==> config.mk <==
export PLATFORM = sky130hd
export DESIGN_NAME = mdio_dual_port_slave
export DESIGN_NICKNAME = d
export VERILOG_FILES = /design/src/rtl/mdio_slave_pkg.sv /design/src/rtl/mdio_frame_ctrl.sv /design/src/rtl/mdio_reg_bank.sv /design/src/rtl/mdio_dual_port_slave.sv
export SDC_FILE = /design/constraint.sdc
export NUM_CORES = 1
export LEC_CHECK = 0
export ABC_CLOCK_PERIOD_IN_PS = 2500
export BUFFER_PORTS_ARGS = -buffer_cell sky130_fd_sc_hd__buf_2
export CAP_MARGIN = 20
export CORE_UTILIZATION = 52
export CTS_CLUSTER_DIAMETER = 30
export DETAILED_ROUTE_END_ITERATION = 8
export HOLD_SLACK_MARGIN = 0.08
export MAX_ROUTING_LAYER = met4
export PLACE_DENSITY = 0.76
export SETUP_SLACK_MARGIN = 0.1
export SLEW_MARGIN = 20
export SYNTH_ARGS = -nofsm -noshare
export SYNTH_HDL_FRONTEND = slang
export SYNTH_SLANG_ARGS = --single-unit
export TNS_END_PERCENT = 10
==> constraint.sdc <==
create_clock -name mdc -period 2.5 [get_ports mdc]
set_input_delay 0.5 -clock mdc [delete_from_list [all_inputs] [get_ports mdc]]
set_output_delay 0.5 -clock mdc [all_outputs]
set_load 0.01 [all_outputs]
==> src/rtl/mdio_slave_pkg.sv <==
package mdio_slave_pkg;

  localparam int WORD_W   = 16;
  localparam int HDR_BITS = 12;  // opcode, PHY address, register address
  localparam int HDR_KEEP = 11;  // bits retained: opcode LSB, PHY address, register

  localparam logic [1:0] OP_READ  = 2'b10;
  localparam logic [1:0] OP_WRITE = 2'b01;

  typedef enum logic [2:0] {
    ST_HUNT,
    ST_START,
    ST_HDR,
    ST_TA1,
    ST_TA2,
    ST_RDATA,
    ST_WDATA
  } mdioState_t;

  typedef struct packed {
    logic hdrShift;
    logic taDrive;
    logic rdLoad;
    logic rdShift;
    logic rdDone;
    logic wrShift;
    logic wrCommit;
  } mdioStrobe_t;

endpackage

==> src/rtl/mdio_frame_ctrl.sv <==
module mdio_frame_ctrl
  import mdio_slave_pkg::*;
#(
  parameter int PRE_LEN = 32
) (
  input  logic        mdc,
  input  logic        rst,
  input  logic        mdioIn,
  input  logic [3:0]  strapAddr,
  input  logic [5:0]  hdrBits,   // header shift register bits [10:5]
  output mdioStrobe_t strobes
);

  localparam int CNT_W = $clog2(PRE_LEN + 1);
  localparam int BIT_W = $clog2(WORD_W);
  localparam logic [CNT_W-1:0] PRE_FULL  = CNT_W'(PRE_LEN);
  localparam logic [BIT_W-1:0] HDR_LAST  = BIT_W'(HDR_BITS - 1);
  localparam logic [BIT_W-1:0] DATA_LAST = BIT_W'(WORD_W - 1);

  mdioState_t       state;
  logic [CNT_W-1:0] onesCnt;
  logic [BIT_W-1:0] bitCnt;
  logic             isRead;

  // Header as it will be once the bit now on the line is shifted in.
  logic [1:0] opNext;
  logic [3:0] phyHiNext;
  logic       frameOk;

  assign opNext    = hdrBits[5:4];
  assign phyHiNext = hdrBits[3:0];
  assign frameOk   = (phyHiNext == strapAddr) &&
                     ((opNext == OP_READ) || (opNext == OP_WRITE));

  always_comb begin
    strobes = '0;
    case (state)
      ST_HDR:   strobes.hdrShift = 1'b1;
      ST_TA1:   strobes.taDrive  = isRead;
      ST_TA2:   strobes.rdLoad   = isRead;
      ST_RDATA: begin
        strobes.rdShift = (bitCnt != DATA_LAST);
        strobes.rdDone  = (bitCnt == DATA_LAST);
      end
      ST_WDATA: begin
        strobes.wrShift  = 1'b1;
        strobes.wrCommit = (bitCnt == DATA_LAST);
      end
      default: ;
    endcase
  end

  always_ff @(posedge mdc) begin
    if (rst) begin
      state   <= ST_HUNT;
      onesCnt <= '0;
      bitCnt  <= '0;
      isRead  <= 1'b0;
    end else begin
      case (state)
        ST_HUNT: begin
          if (mdioIn) begin
            if (onesCnt != PRE_FULL) onesCnt <= onesCnt + 1'b1;
          end else begin
            if (onesCnt == PRE_FULL) state <= ST_START;
            onesCnt <= '0;
          end
        end
        ST_START: begin
          state  <= mdioIn ? ST_HDR : ST_HUNT;
          bitCnt <= '0;
        end
        ST_HDR: begin
          bitCnt <= bitCnt + 1'b1;
          if (bitCnt == HDR_LAST) begin
            bitCnt <= '0;
            if (frameOk) begin
              isRead <= (opNext == OP_READ);
              state  <= ST_TA1;
            end else begin
              state <= ST_HUNT;
            end
          end
        end
        ST_TA1: state <= ST_TA2;
        ST_TA2: begin
          state  <= isRead ? ST_RDATA : ST_WDATA;
          bitCnt <= '0;
        end
        ST_RDATA, ST_WDATA: begin
          bitCnt <= bitCnt + 1'b1;
          if (bitCnt == DATA_LAST) state <= ST_HUNT;
        end
        default: state <= ST_HUNT;
      endcase
    end
  end

  // The start pattern is only looked for after a full run of ones.
  assert_preamble_R1: assert property (@(posedge mdc) disable iff (rst)
    (state == ST_START) |-> ($past(onesCnt) == PRE_FULL));

  // Past the header, the latched address always matches the strap.
  assert_addr_match_R2: assert property (@(posedge mdc) disable iff (rst)
    (state inside {ST_TA1, ST_TA2, ST_RDATA, ST_WDATA}) |-> (hdrBits[4:1] == strapAddr));

  // A turnaround is entered only for a legal, matching header.
  assert_legal_op_R10: assert property (@(posedge mdc) disable iff (rst)
    (state == ST_TA1) |-> $past(frameOk));

endmodule

==> src/rtl/mdio_reg_bank.sv <==
module mdio_reg_bank
  import mdio_slave_pkg::*;
#(
  parameter int          CTRL_REGS = 2,
  parameter logic [15:0] ID_WORD2  = 16'h2A5C,
  parameter logic [15:0] ID_WORD3  = 16'h41E0
) (
  input  logic                          mdc,
  input  logic                          rst,
  input  logic                          mdioIn,
  input  mdioStrobe_t                   strobes,
  output logic [5:0]                    hdrBits,
  output logic                          mdioOut,
  output logic                          mdioOe,
  output logic [CTRL_REGS*WORD_W-1:0]   ctrlA,
  output logic [CTRL_REGS*WORD_W-1:0]   ctrlB
);

  localparam int NUM_CH     = 2;
  localparam int TOTAL_REGS = CTRL_REGS + 2;
  localparam logic [4:0] ID2_ADDR = 5'(CTRL_REGS);
  localparam logic [4:0] ID3_ADDR = 5'(CTRL_REGS + 1);

  logic [HDR_KEEP-1:0] hdrSr;     // [10] opcode LSB, [9:5] PHY address, [4:0] register
  logic [WORD_W-2:0]   wrSr;
  logic [WORD_W-2:0]   rdSr;
  logic [WORD_W-1:0]   wrNext;
  logic [WORD_W-1:0]   rdWord;
  logic                chanSel;
  logic [4:0]          regAddr;
  logic [WORD_W-1:0]   ctrlReg [NUM_CH][CTRL_REGS];

  assign chanSel = hdrSr[5];
  assign regAddr = hdrSr[4:0];
  assign hdrBits = hdrSr[10:5];
  assign wrNext  = {wrSr, mdioIn};

  always_ff @(posedge mdc) begin
    if (rst) hdrSr <= '0;
    else if (strobes.hdrShift) hdrSr <= {hdrSr[HDR_KEEP-2:0], mdioIn};
  end

  always_ff @(posedge mdc) begin
    if (rst) wrSr <= '0;
    else if (strobes.wrShift) wrSr <= {wrSr[WORD_W-3:0], mdioIn};
  end

  always_ff @(posedge mdc) begin
    for (int ch = 0; ch < NUM_CH; ch++) begin
      for (int r = 0; r < CTRL_REGS; r++) begin
        if (rst) ctrlReg[ch][r] <= '0;
        else if (strobes.wrCommit && (chanSel == 1'(ch)) && (regAddr == 5'(r)))
          ctrlReg[ch][r] <= wrNext;
      end
    end
  end

  always_comb begin
    rdWord = '0;
    for (int r = 0; r < CTRL_REGS; r++)
      if (regAddr == 5'(r)) rdWord = ctrlReg[chanSel][r];
    if (regAddr == ID2_ADDR) rdWord = ID_WORD2;
    if (regAddr == ID3_ADDR) rdWord = ID_WORD3;
  end

  always_ff @(posedge mdc) begin
    if (rst) begin
      mdioOe  <= 1'b0;
      mdioOut <= 1'b0;
      rdSr    <= '0;
    end else if (strobes.taDrive) begin
      mdioOe  <= 1'b1;
      mdioOut <= 1'b0;
    end else if (strobes.rdLoad) begin
      mdioOe  <= 1'b1;
      mdioOut <= rdWord[WORD_W-1];
      rdSr    <= rdWord[WORD_W-2:0];
    end else if (strobes.rdShift) begin
      mdioOut <= rdSr[WORD_W-2];
      rdSr    <= {rdSr[WORD_W-3:0], 1'b0};
    end else if (strobes.rdDone) begin
      mdioOe  <= 1'b0;
      mdioOut <= 1'b0;
    end
  end

  for (genvar g = 0; g < CTRL_REGS; g++) begin : g_ctrlOut
    assign ctrlA[g*WORD_W +: WORD_W] = ctrlReg[0][g];
    assign ctrlB[g*WORD_W +: WORD_W] = ctrlReg[1][g];
  end

  // The first driven bit of a read is always the turnaround zero.
  assert_ta_zero_R8: assert property (@(posedge mdc) disable iff (rst)
    $rose(mdioOe) |-> !mdioOut);

  // The line is released right after the last data bit.
  assert_release_R8: assert property (@(posedge mdc) disable iff (rst)
    strobes.rdDone |=> !mdioOe);

  // A missing register puts a zero MSB on the line.
  assert_unimpl_read_R6: assert property (@(posedge mdc) disable iff (rst)
    (strobes.rdLoad && (regAddr >= 5'(TOTAL_REGS))) |=> (mdioOe && !mdioOut));

  // Control registers move only on a commit that addresses them.
  assert_ro_guard_R5: assert property (@(posedge mdc) disable iff (rst)
    !(strobes.wrCommit && (regAddr < 5'(CTRL_REGS))) |=> ($stable(ctrlA) && $stable(ctrlB)));

  // A write to one channel leaves the other untouched.
  assert_chan_isolation_R3: assert property (@(posedge mdc) disable iff (rst)
    (strobes.wrCommit && !chanSel) |=> $stable(ctrlB));

  // A commit to channel A register 0 lands the shifted word.
  assert_write_land_R4: assert property (@(posedge mdc) disable iff (rst)
    (strobes.wrCommit && !chanSel && (regAddr == 5'd0)) |=> (ctrlA[WORD_W-1:0] == $past(wrNext)));

endmodule

==> src/rtl/mdio_dual_port_slave.sv <==
module mdio_dual_port_slave
  import mdio_slave_pkg::*;
#(
  parameter int          PRE_LEN   = 32,
  parameter int          CTRL_REGS = 2,
  parameter logic [15:0] ID_WORD2  = 16'h2A5C,
  parameter logic [15:0] ID_WORD3  = 16'h41E0
) (
  input  logic                    mdc,
  input  logic                    rst,
  input  logic [3:0]              strapAddr,
  input  logic                    mdioIn,
  output logic                    mdioOut,
  output logic                    mdioOe,
  output logic [CTRL_REGS*16-1:0] ctrlA,
  output logic [CTRL_REGS*16-1:0] ctrlB
);

  mdioStrobe_t strobes;
  logic [5:0]  hdrBits;

  mdio_frame_ctrl #(
    .PRE_LEN(PRE_LEN)
  ) ctrl_i (
    .mdc      (mdc),
    .rst      (rst),
    .mdioIn   (mdioIn),
    .strapAddr(strapAddr),
    .hdrBits  (hdrBits),
    .strobes  (strobes)
  );

  mdio_reg_bank #(
    .CTRL_REGS(CTRL_REGS),
    .ID_WORD2 (ID_WORD2),
    .ID_WORD3 (ID_WORD3)
  ) bank_i (
    .mdc    (mdc),
    .rst    (rst),
    .mdioIn (mdioIn),
    .strobes(strobes),
    .hdrBits(hdrBits),
    .mdioOut(mdioOut),
    .mdioOe (mdioOe),
    .ctrlA  (ctrlA),
    .ctrlB  (ctrlB)
  );

endmodule

==> results of run 1 <==
-- worst min-delay path, stage by stage --
cell and delay (ns):
buf_2 0.18, nand2_1 0.08, a21oi_1 0.07
-- cells in the mapped netlist (4+ instances only) --
master    number  area [µm²]
a22oi_1        4        30.0
a311oi_1      12         105
clkbuf_1      17        63.8
a21oi_1       57         285
mux4_2         4        90.1
nor2_1        11        41.3
and2_1        66         413
o21ai_0       20         100
nor3_1         5        25.0
edfxtp_1      64        1920
dfxtp_1       58        1160
ha_1           4        50.1
mux2i_1       25         250
nand3_1        9        45.0
buf_2          9        45.0
buf_1          5        18.8
o21bai_1       4        30.0
a21o_1         4        30.0
nand2_1       87         327
inv_1          7        26.3
a211oi_1       4        30.0
nand3b_1       4        30.0
xor2_1         8        70.1
-- how the worst min path moves through the flow --
| stage | from | end |
|---|---|---|
| after floorplan | bank_i.hdrSr[10] | bank_i.hdrSr[10] |
| after global placement | bank_i.hdrSr[10] | bank_i.hdrSr[10] |
| after detailed placement | bank_i.hdrSr[10] | bank_i.hdrSr[10] |
| after CTS | mdioIn | bank_i.hdrSr[0] |
| after global routing | mdioIn | bank_i.hdrSr[0] |
| final | mdioIn | bank_i.hdrSr[0] |
-- state kept, by name (all words and copies together), names as in the netlist, named ones only --
| register | cells |
|---|---|
| bank_i.mdioOe | 1 |
| bank_i.hdrSr | 11 |
| bank_i.ctrlReg | 64 |
| ctrl_i.bitCnt | 4 |
| bank_i.wrSr | 15 |
| bank_i.mdioOut | 1 |
| ctrl_i.state | 3 |
| bank_i.rdSr | 15 |
| ctrl_i.onesCnt | 6 |
| ctrl_i.isRead | 1 |
-- power by group --
group	switching (mW)	internal (mW)
Clock	0.929	1.53
Combinational	0.104	0.0597
Sequential	0.0289	2.14
-- cell families after synthesis --
group / after synthesis
muxes: 29
xor gates and xnor gates: 9
adders and majority gates: 5
DFF: 122
buffers and inverters: 44
AOI/OAI and AO/OA: 122
and+or+nand+nor: 214
-- per-stage QoR --
step / area (µm²) / utilization
5_1_grt: 6830 / 0.653
3_5_place_dp: 6240 / 0.597
6_report: 6830 / 0.653
2_1_floorplan: 5680 / -
3_3_place_gp: 6240 / 0.597
4_1_cts: 6830 / 0.653
-- cell usage in the layout (no fill, tap or decap), drive strengths merged, types with 5 or more instances in the layout --
cell	count
nor2	11
xor2	8
clkinv	5
inv	9
dfxtp	58
a311oi	12
mux2i	25
buf	96
o21ai	21
nand2	89
clkbuf	19
and2	66
nand3	9
a21oi	57
edfxtp	64
nor3	8
-- metal layers --
metal / GRT usage / vias up / routed length (µm)
met3: 0.0785 / 24 / 1100
met2: 0.426 / 194 / 7040
met4: 0.0978 / 0 / 244
li1: - / 2112 / -
met5: - / - / 0
met1: 0.355 / 2221 / 6150
-- layout make-up --
| type | count | area, µm² | area share |
|---|---|---|---|
| multi-input combinational | 379 | 2410 | 0.352 |
| clock buffer | 19 | 422 | 0.0617 |
| sequential | 122 | 3080 | 0.451 |
| clock inverter | 13 | 170 | 0.0249 |
| tap | 136 | 170 | 0.0249 |
| inverter | 7 | 26.3 | 0.00384 |
| timing repair buffer | 96 | 553 | 0.0809 |
==> flow_metrics.py, run 1 <==
metrics = {
    "synth": {
        "ys_seq_area_frac": 0.543,
        "synth.cell_area_mm2": 0.00567,
        "synth_edf_count": 64,
        "synthesis.nets": 556,
        "synth-xor-area-share": 0.0139,
        "async_reset_ff_frac": 0,
        "ys_ff_latch": 122,
        "synth.distinct_cells": 56,
        "synth-simple-area-share": 0.207,
        "synth_top_family_by_area": "simple AND/OR/NAND/NOR gates",
        "ys.flop_type": "edfxtp_1",
        "yosysWarnings": 0,
        "synth.mux.area_fraction": 0.0600,
        "syn_inst": 545,
        "syn_avg_cell_area_um2": 10.4,
        "synth_compound_area_frac": 0.131,
        "synthAdderAreaFrac": 0.0106,
    },
    "floorplan": {
        "core-area_mm2": 0.0105,
        "start_util": 0.542,
        "ios": 73,
        "fp.dieH_um": 106,
        "design.die.area_mm2": 0.0113,
        "rows": 37,
        "die_x_um": 106,
    },
    "clocking": {
        "postCtsHoldBufs": 0,
        "clkLatencyLatePin_ns": 0.53,
        "cts-resized-gates": 0,
        "cts.path.max_buffers": 2,
        "cts.sinks": 122,
        "postCtsSetupRepairBufs": 0,
        "cts_tree": "yes",
        "h-tree-depth": 4,
        "cts.clk_slew.worst_paths_ns": 0.06,
        "cts-root-buf": "clkbuf_8",
        "numCtsBuffers": 17,
    },
    "flow_run": {
        "maxCapViolations": 0,
    },
    "pwr": {
        "total_power_mw": 4.79,
        "power.density_mw_per_mm2": 701,
        "total_leakage_power_nw": 2.53,
        "ir_drop_uv": 590,
    },
    "final_layout": {
        "final_layout_size_suffix_gt1_frac": 0.226,
        "syn_to_final_growth_pct": 20.5,
        "nets": 634,
        "layout.cells.non_filler": 772,
        "n_antenna_cell": 0,
        "fill_cells": 824,
    },
    "timing": {
        "hold_viol": 0,
        "tightest_slew_ns": 0.875,
        "fin_ws_ns": 0.274,
        "maxSlewViolCount": 0,
        "finalCritPeriodShare": 0.890,
        "fin_hold_ws_ns": 0.364,
        "grt_setup_unrepaired": "no",
        "setup_tns_ns": 0,
        "fin_skew_ns": 0.00831,
        "min_period_ns": 2.23,
        "setup_viol": 0,
        "fmax_mhz": 449,
        "relSlewSlack": 0.413,
    },
    "place": {
        "dp_hpwl_um": 9920,
        "port_buffers": 72,
        "gp_congestion": 0.845,
        "placedCellCount": 740,
        "place_ws_ns": 0.325,
    },
    "routing": {
        "drc_errors": 0,
        "wl_per_cell_um": 18.8,
        "wirelength_um": 14500,
        "vias": 4551,
        "drt_first_pass_iters": 6,
        "ant_nets": 0,
        "vias_per_cell": 5.90,
        "first_iter_violations": 367,
    },
    "global_routing": {
        "grt_usage": 0.278,
        "grt_pass1_wl_um": 22800,
        "antenna_found_initial": 0,
        "grt_start_max_net_pins": 41,
        "grt_pass1_vias": 4267,
        "gr-total-overflow": 0,
    },
    "setup_path": {
        "r2r_end": "bank_i.ctrlReg[1][28]",
        "crit_path_cell_trace": "buf_4 -> nor2_1 -> nand2_2 -> nor3_2 -> buf_4 -> and2_1",
        "critPathKind": "reg2reg",
        "cp-start-kind": "flip-flop",
        "crit_path_end_kind": "flip-flop",
        "rr_worst_depth": 6,
        "cp.required_ns": 2.89,
        "crit_top_cell": "buf_4",
        "crit_cells": 6,
        "slowest_delay_ns": 0.42,
        "critPathSlowestCell": "nor2_1",
        "cp_top_family": "simple AND/OR/NAND/NOR gates",
        "r2r-start": "bank_i.hdrSr[1]",
        "cp-startpoint": "bank_i.hdrSr[1]",
        "reg2reg_setup_slack_ns": 0.27,
        "critPathMaxFanout": 11,
        "path_buf_inv": 2,
        "cp_data_arrival_time_ns": 2.61,
        "setup.worst_path.end": "bank_i.ctrlReg[1][28]",
    },
    "outcome": {
        "status": "finished, final reports clean",
    },
    "worst_hold_path": {
        "hold_class": "in2reg",
        "hold_depth": 3,
    },
}
(Power assumes the default switching activity.)
==> run 2, diff against run 1 <==
--- a/config.mk
+++ b/config.mk
@@ -5,15 +5,15 @@
 export SDC_FILE = /design/constraint.sdc
 export NUM_CORES = 1
 export LEC_CHECK = 0
-export ABC_CLOCK_PERIOD_IN_PS = 2500
+export ABC_CLOCK_PERIOD_IN_PS = 2170
 export BUFFER_PORTS_ARGS = -buffer_cell sky130_fd_sc_hd__buf_2
 export CAP_MARGIN = 20
-export CORE_UTILIZATION = 52
+export CORE_UTILIZATION = 58
 export CTS_CLUSTER_DIAMETER = 30
 export DETAILED_ROUTE_END_ITERATION = 8
 export HOLD_SLACK_MARGIN = 0.08
 export MAX_ROUTING_LAYER = met4
-export PLACE_DENSITY = 0.76
+export PLACE_DENSITY = 0.8
 export SETUP_SLACK_MARGIN = 0.1
 export SLEW_MARGIN = 20
 export SYNTH_ARGS = -nofsm -noshare
==> constraint.sdc (replaced) <==
create_clock -name mdc -period 2.17 [get_ports mdc]
set_input_delay 0.434 -clock mdc [delete_from_list [all_inputs] [get_ports mdc]]
set_output_delay 0.434 -clock mdc [all_outputs]
set_load 0.01 [all_outputs]
==> flow_metrics.py, run 2 (synthesized netlist as in run 1, its figures left out) <==
metrics = {
    "worst_hold_path": {
        "hold_end": "bank_i.wrSr[0]",
        "hold_depth": 2,
        "hp-start": "rst",
        "hold_class": "in2reg",
    },
    "setup_path": {
        "crit_path_end_kind": "flip-flop",
        "path_buf_inv": 1,
        "crit_path_cell_trace": "ha_1 -> and3_1 -> nand2_1 -> o31ai_2 -> buf_4",
        "slowest_delay_ns": 0.37,
        "cp-start-kind": "flip-flop",
        "r2r_end": "bank_i.ctrlReg[0][6]",
        "rr_worst_depth": 5,
        "critPathMaxFanout": 16,
        "cp_data_arrival_time_ns": 2.23,
        "critPathSlowestCell": "dfxtp_1",
        "cp.required_ns": 2.38,
        "reg2reg_setup_slack_ns": 0.16,
        "r2r-start": "ctrl_i.bitCnt[0]",
        "critPathKind": "reg2reg",
        "cp_top_family": "simple AND/OR/NAND/NOR gates",
    },
    "global_routing": {
        "grt_start_max_net_pins": 39,
        "gr-total-overflow": 0,
        "grt_pass1_wl_um": 23200,
        "grt_usage": 0.315,
        "grt_pass1_vias": 4544,
        "antenna_found_initial": 0,
    },
    "flow_run": {
        "maxCapViolations": 0,
    },
    "final_layout": {
        "fill_cells": 638,
        "mostFrequentLayoutCell": "nand2_1",
        "final_util": 0.732,
        "final_cell_mix": "87 x nand2_1, 72 x buf_2, 66 x and2_1",
        "top_register": "bank_i.ctrlReg",
        "n_antenna_cell": 0,
        "layout.cells.non_filler": 772,
        "largest_reg_flops": 64,
        "final_layout_size_suffix_gt1_frac": 0.238,
        "nets": 641,
        "syn_to_final_growth_pct": 20.8,
        "largestRegisters": "bank_i.ctrlReg x64, bank_i.rdSr x15, bank_i.wrSr x15",
    },
    "timing": {
        "maxSlewViolCount": 0,
        "hold_viol": 0,
        "tightest_slew_ns": 0.644,
        "min_period_ns": 2.01,
        "fmax_mhz": 497,
        "finalCritPeriodShare": 0.928,
        "grt_setup_unrepaired": "yes",
        "setup_viol": 0,
        "relSlewSlack": 0.570,
        "setup_tns_ns": 0,
        "fin_skew_ns": 0.0102,
    },
    "routing": {
        "vias": 4606,
        "drt_first_pass_iters": 5,
        "first_iter_violations": 350,
        "ant_nets": 0,
        "wirelength_um": 14700,
        "wl_per_cell_um": 19.1,
        "drc_errors": 0,
        "vias_per_cell": 5.97,
    },
    "clocking": {
        "numCtsBuffers": 17,
        "cts-resized-gates": 0,
        "clkLatencyLatePin_ns": 0.53,
        "cts.sinks": 122,
        "postCtsSetupRepairBufs": 0,
        "cts-root-buf": "clkbuf_8",
        "cts.clk_slew.worst_paths_ns": 0.06,
        "h-tree-depth": 4,
        "cts.path.max_buffers": 2,
        "cts_tree": "yes",
        "postCtsHoldBufs": 0,
    },
    "place": {
        "placedCellCount": 738,
        "port_buffers": 72,
        "gp_congestion": 0.851,
        "dp_hpwl_um": 9830,
    },
    "floorplan": {
        "rows": 35,
        "die_x_um": 101,
        "core-area_mm2": 0.00937,
        "ios": 73,
        "design.die.area_mm2": 0.0102,
        "fp.dieH_um": 101,
        "start_util": 0.605,
    },
    "pwr": {
        "total_leakage_power_nw": 2.57,
        "ir_drop_uv": 530,
        "power.density_mw_per_mm2": 787,
    },
    "outcome": {
        "status": "finished, final reports clean",
    },
}
-- run 2: area by class of cell --
type,count,area (µm²),area share
repair buffers,103,606,0.0883
inverters,7,26.3,0.00383
multi-input cells,379,2420,0.353
well taps,129,161,0.0235
flip-flops and latches,122,3080,0.450
clock inverters,15,146,0.0214
clock buffers,17,414,0.0604
-- run 2: worst register-to-register path, delay by kind of cell, from the launching register on --
kind	cells	cell delay [ns]
AND/OR/NAND/NOR	2	0.54
adder cells (fa/ha/maj)	1	0.24
flip-flops	1	0.37
AO/OA/AOI/OAI	1	0.25
buffers and inverters	1	0.30
-- run 2: stage by stage --
| stage | instance area (µm²) | setup WS [ns] | total power, mW | hold WS [ns] |
|---|---|---|---|---|
| floorplan | 5690 | -0.0777 | 2.64 | 0.440 |
| global placement | 6280 | 0.306 | 2.73 | 0.447 |
| detailed placement | 6280 | 0.193 | 2.74 | 0.466 |
| CTS | 6840 | 0.131 | 5.38 | 0.206 |
| global route | 6860 | 0.0774 | 5.50 | 0.218 |
| finish | 6860 | 0.156 | 5.39 | 0.222 |
-- run 2: layer usage --
| metal | vias up | GRT usage | routed length, µm |
|---|---|---|---|
| li1 | 2122 | - | - |
| met1 | 2202 | 0.382 | 5700 |
| met2 | 251 | 0.511 | 7410 |
| met3 | 31 | 0.0777 | 1370 |
| met4 | 0 | 0.119 | 243 |
| met5 | - | - | 0 |
-- run 2: worst max-delay path by stage --
stage	from	endpoint	slack, ns	depth (start not counted)
after detailed placement	ctrl_i.bitCnt[0]	bank_i.ctrlReg[0][26]	0.19	6
after global placement	ctrl_i.bitCnt[0]	bank_i.ctrlReg[0][10]	0.31	5
after CTS	ctrl_i.bitCnt[0]	bank_i.ctrlReg[0][26]	0.13	6
after global routing	ctrl_i.bitCnt[0]	bank_i.ctrlReg[0][6]	0.08	5
final	ctrl_i.bitCnt[0]	bank_i.ctrlReg[0][6]	0.16	5
after floorplan	ctrl_i.bitCnt[0]	bank_i.ctrlReg[0][0]	-0.08	5
-- run 2: report_power, final --
group | total, mW | internal [mW] | leakage (nW) | switching, mW
clock network | 2.70 | 1.47 | 0.273 | 1.23
logic | 0.193 | 0.0719 | 1.16 | 0.121
registers | 2.50 | 2.47 | 1.13 | 0.0324
total | 5.39 | 4.01 | 2.57 | 1.39
==> run 3, diff against run 2 <==
--- a/config.mk
+++ b/config.mk
@@ -6,14 +6,15 @@
 export NUM_CORES = 1
 export LEC_CHECK = 0
 export ABC_CLOCK_PERIOD_IN_PS = 2170
-export BUFFER_PORTS_ARGS = -buffer_cell sky130_fd_sc_hd__buf_2
 export CAP_MARGIN = 20
-export CORE_UTILIZATION = 58
+export CORE_ASPECT_RATIO = 0.5
+export CORE_UTILIZATION = 52
 export CTS_CLUSTER_DIAMETER = 30
 export DETAILED_ROUTE_END_ITERATION = 8
+export DONT_BUFFER_PORTS = 1
 export HOLD_SLACK_MARGIN = 0.08
 export MAX_ROUTING_LAYER = met4
-export PLACE_DENSITY = 0.8
+export PLACE_DENSITY = 0.67
 export SETUP_SLACK_MARGIN = 0.1
 export SLEW_MARGIN = 20
 export SYNTH_ARGS = -nofsm -noshare
==> flow_metrics.py, run 3 (synthesized netlist as in run 1, its figures left out) <==
metrics = {
    "final_layout": {
        "layout.cells.non_filler": 712,
        "nets": 570,
        "final_cell_mix": "87 x nand2_1, 66 x and2_1, 64 x edfxtp_1",
        "largest_reg_flops": 64,
        "fill_cells": 829,
        "mostFrequentLayoutCell": "nand2_1",
        "syn_to_final_growth_pct": 15.6,
        "postLayoutCellArea_mm2": 0.00656,
        "top_register": "bank_i.ctrlReg",
        "largestRegisters": "bank_i.ctrlReg x64, bank_i.rdSr x15, bank_i.wrSr x15",
        "final_layout_size_suffix_gt1_frac": 0.142,
        "n_antenna_cell": 0,
    },
    "floorplan": {
        "design.die.area_mm2": 0.0114,
        "die_x_um": 150,
        "fp.dieH_um": 75.9,
        "rows": 26,
        "ios": 73,
        "core-area_mm2": 0.0104,
        "start_util": 0.545,
    },
    "setup_path": {
        "cp_data_arrival_time_ns": 2.07,
        "critPathMaxFanout": 10,
        "critPathKind": "reg2reg",
        "crit_path_cell_trace": "nand3_1 -> o21ai_2 -> buf_4",
        "cp-start-kind": "flip-flop",
        "cp_top_family": "flip-flops",
        "slowest_delay_ns": 0.72,
        "crit_path_end_kind": "flip-flop",
        "path_buf_inv": 1,
        "cp.required_ns": 2.28,
        "critPathSlowestCell": "dfxtp_1",
    },
    "timing": {
        "hold_viol": 0,
        "setup_tns_ns": 0,
        "fin_hold_ws_ns": 0.0969,
        "maxSlewViolCount": 0,
        "finalCritPeriodShare": 0.902,
        "tightest_slew_ns": 0.708,
        "relSlewSlack": 0.527,
        "min_period_ns": 1.96,
        "setup_viol": 0,
        "grt_setup_unrepaired": "no",
        "fmax_mhz": 511,
        "fin_skew_ns": 0.0107,
    },
    "routing": {
        "drc_errors": 0,
        "vias_per_cell": 5.88,
        "wirelength_um": 14400,
        "ant_nets": 0,
        "vias": 4183,
        "drt_first_pass_iters": 5,
        "first_iter_violations": 357,
        "wl_per_cell_um": 20.3,
    },
    "global_routing": {
        "grt_pass1_vias": 3769,
        "gr-total-overflow": 0,
        "grt_start_max_net_pins": 59,
        "antenna_found_initial": 0,
        "grt_usage": 0.274,
        "grt_pass1_wl_um": 21600,
    },
    "clocking": {
        "clkLatencyLatePin_ns": 0.42,
        "h-tree-depth": 4,
        "cts.sinks": 122,
        "cts_tree": "yes",
        "cts.clk_slew.worst_paths_ns": 0.05,
        "postCtsSetupRepairBufs": 0,
        "cts-root-buf": "clkbuf_16",
        "numCtsBuffers": 17,
        "cts.path.max_buffers": 2,
    },
    "pwr": {
        "total_leakage_power_nw": 2.24,
        "power.density_mw_per_mm2": 808,
        "ir_drop_uv": 558,
    },
    "worst_hold_path": {
        "hold_class": "in2reg",
    },
    "place": {
        "gp_congestion": 0.821,
        "dp_hpwl_um": 9760,
        "dpl_cell_area_mm2": 0.00596,
        "placedCellCount": 677,
        "port_buffers": 0,
    },
    "outcome": {
        "status": "finished, final reports clean",
    },
    "flow_run": {
        "maxCapViolations": 0,
    },
}
[run 3: cell types whose count changed in the layout (fill, tap and decap cells not counted), moves of 2 or more]
cell / before / now
inv_6: 5 / 2
inv_8: 5 / 0
dlygate4sd3_1: 0 / 3
clkinvlp_4: 2 / 6
buf_4: 30 / 27
o21ai_1: 3 / 1
buf_2: 72 / 0
clkinv_2: 0 / 2
o21ai_2: 0 / 2
[run 3: final timing paths]
kind / startpoint / to / slack, ns / cells past startpoint
min: rst / bank_i.rdSr[2] / 0.1 / 1
max reg2reg: bank_i.hdrSr[5] / bank_i.ctrlReg[1][14] / 0.21 / 3
max: bank_i.hdrSr[5] / bank_i.ctrlReg[1][14] / 0.21 / 3
min reg2reg: bank_i.hdrSr[10] / bank_i.hdrSr[10] / 0.47 / 2
[run 3: through the flow]
stage | setup WS (ns) | util | power, mW
3_3_place_gp | 0.309 | 0.573 | 2.68
4_1_cts | 0.217 | 0.629 | 5.32
2_1_floorplan | -0.0777 | - | 2.64
6_report | 0.213 | 0.630 | 5.30
5_1_grt | 0.106 | 0.630 | 5.45
3_5_place_dp | 0.256 | 0.573 | 2.68
[run 3: report_power, final]
part	internal [mW]	leakage (nW)	total [mW]	switching, mW
clock	1.61	0.258	2.66	1.05
sequential	2.47	1.13	2.53	0.0595
combinational	0.0459	0.855	0.109	0.0628
[run 3: timing repair]
action | 4_1_cts | 5_1_grt
hold buffers | 2 | 1
setup endpoints to repair | 0 | 2
hold endpoints to repair | 1 | 2
resized for setup | 0 | 1
[run 3: cell type report]
type	count	area [µm²]	area share
clock buffers	19	443	0.0676
clock inverters	13	120	0.0183
inverters	7	26.3	0.00401
multi-input cells	379	2430	0.371
repair buffers	32	273	0.0416
flip-flops and latches	122	3090	0.471
well taps	140	175	0.0267
[run 3: layer usage]
metal | part of all wire | vias to the layer above | track usage
met1 | 0.45 | 2021 | 0.358
met4 | 0.0054 | 0 | 0.0741
met2 | 0.45 | 168 | 0.408
met3 | 0.094 | 10 | 0.0922
li1 | - | 1984 | -
met5 | 0 | - | -
[run 3: worst register-to-register path, delay by kind of cell, from the launching register on]
kind	cells	cell delay [ns]
and+or+nand+nor	1	0.43
DFF	1	0.72
buffers and inverters	1	0.24
AOI/OAI and AO/OA	1	0.27
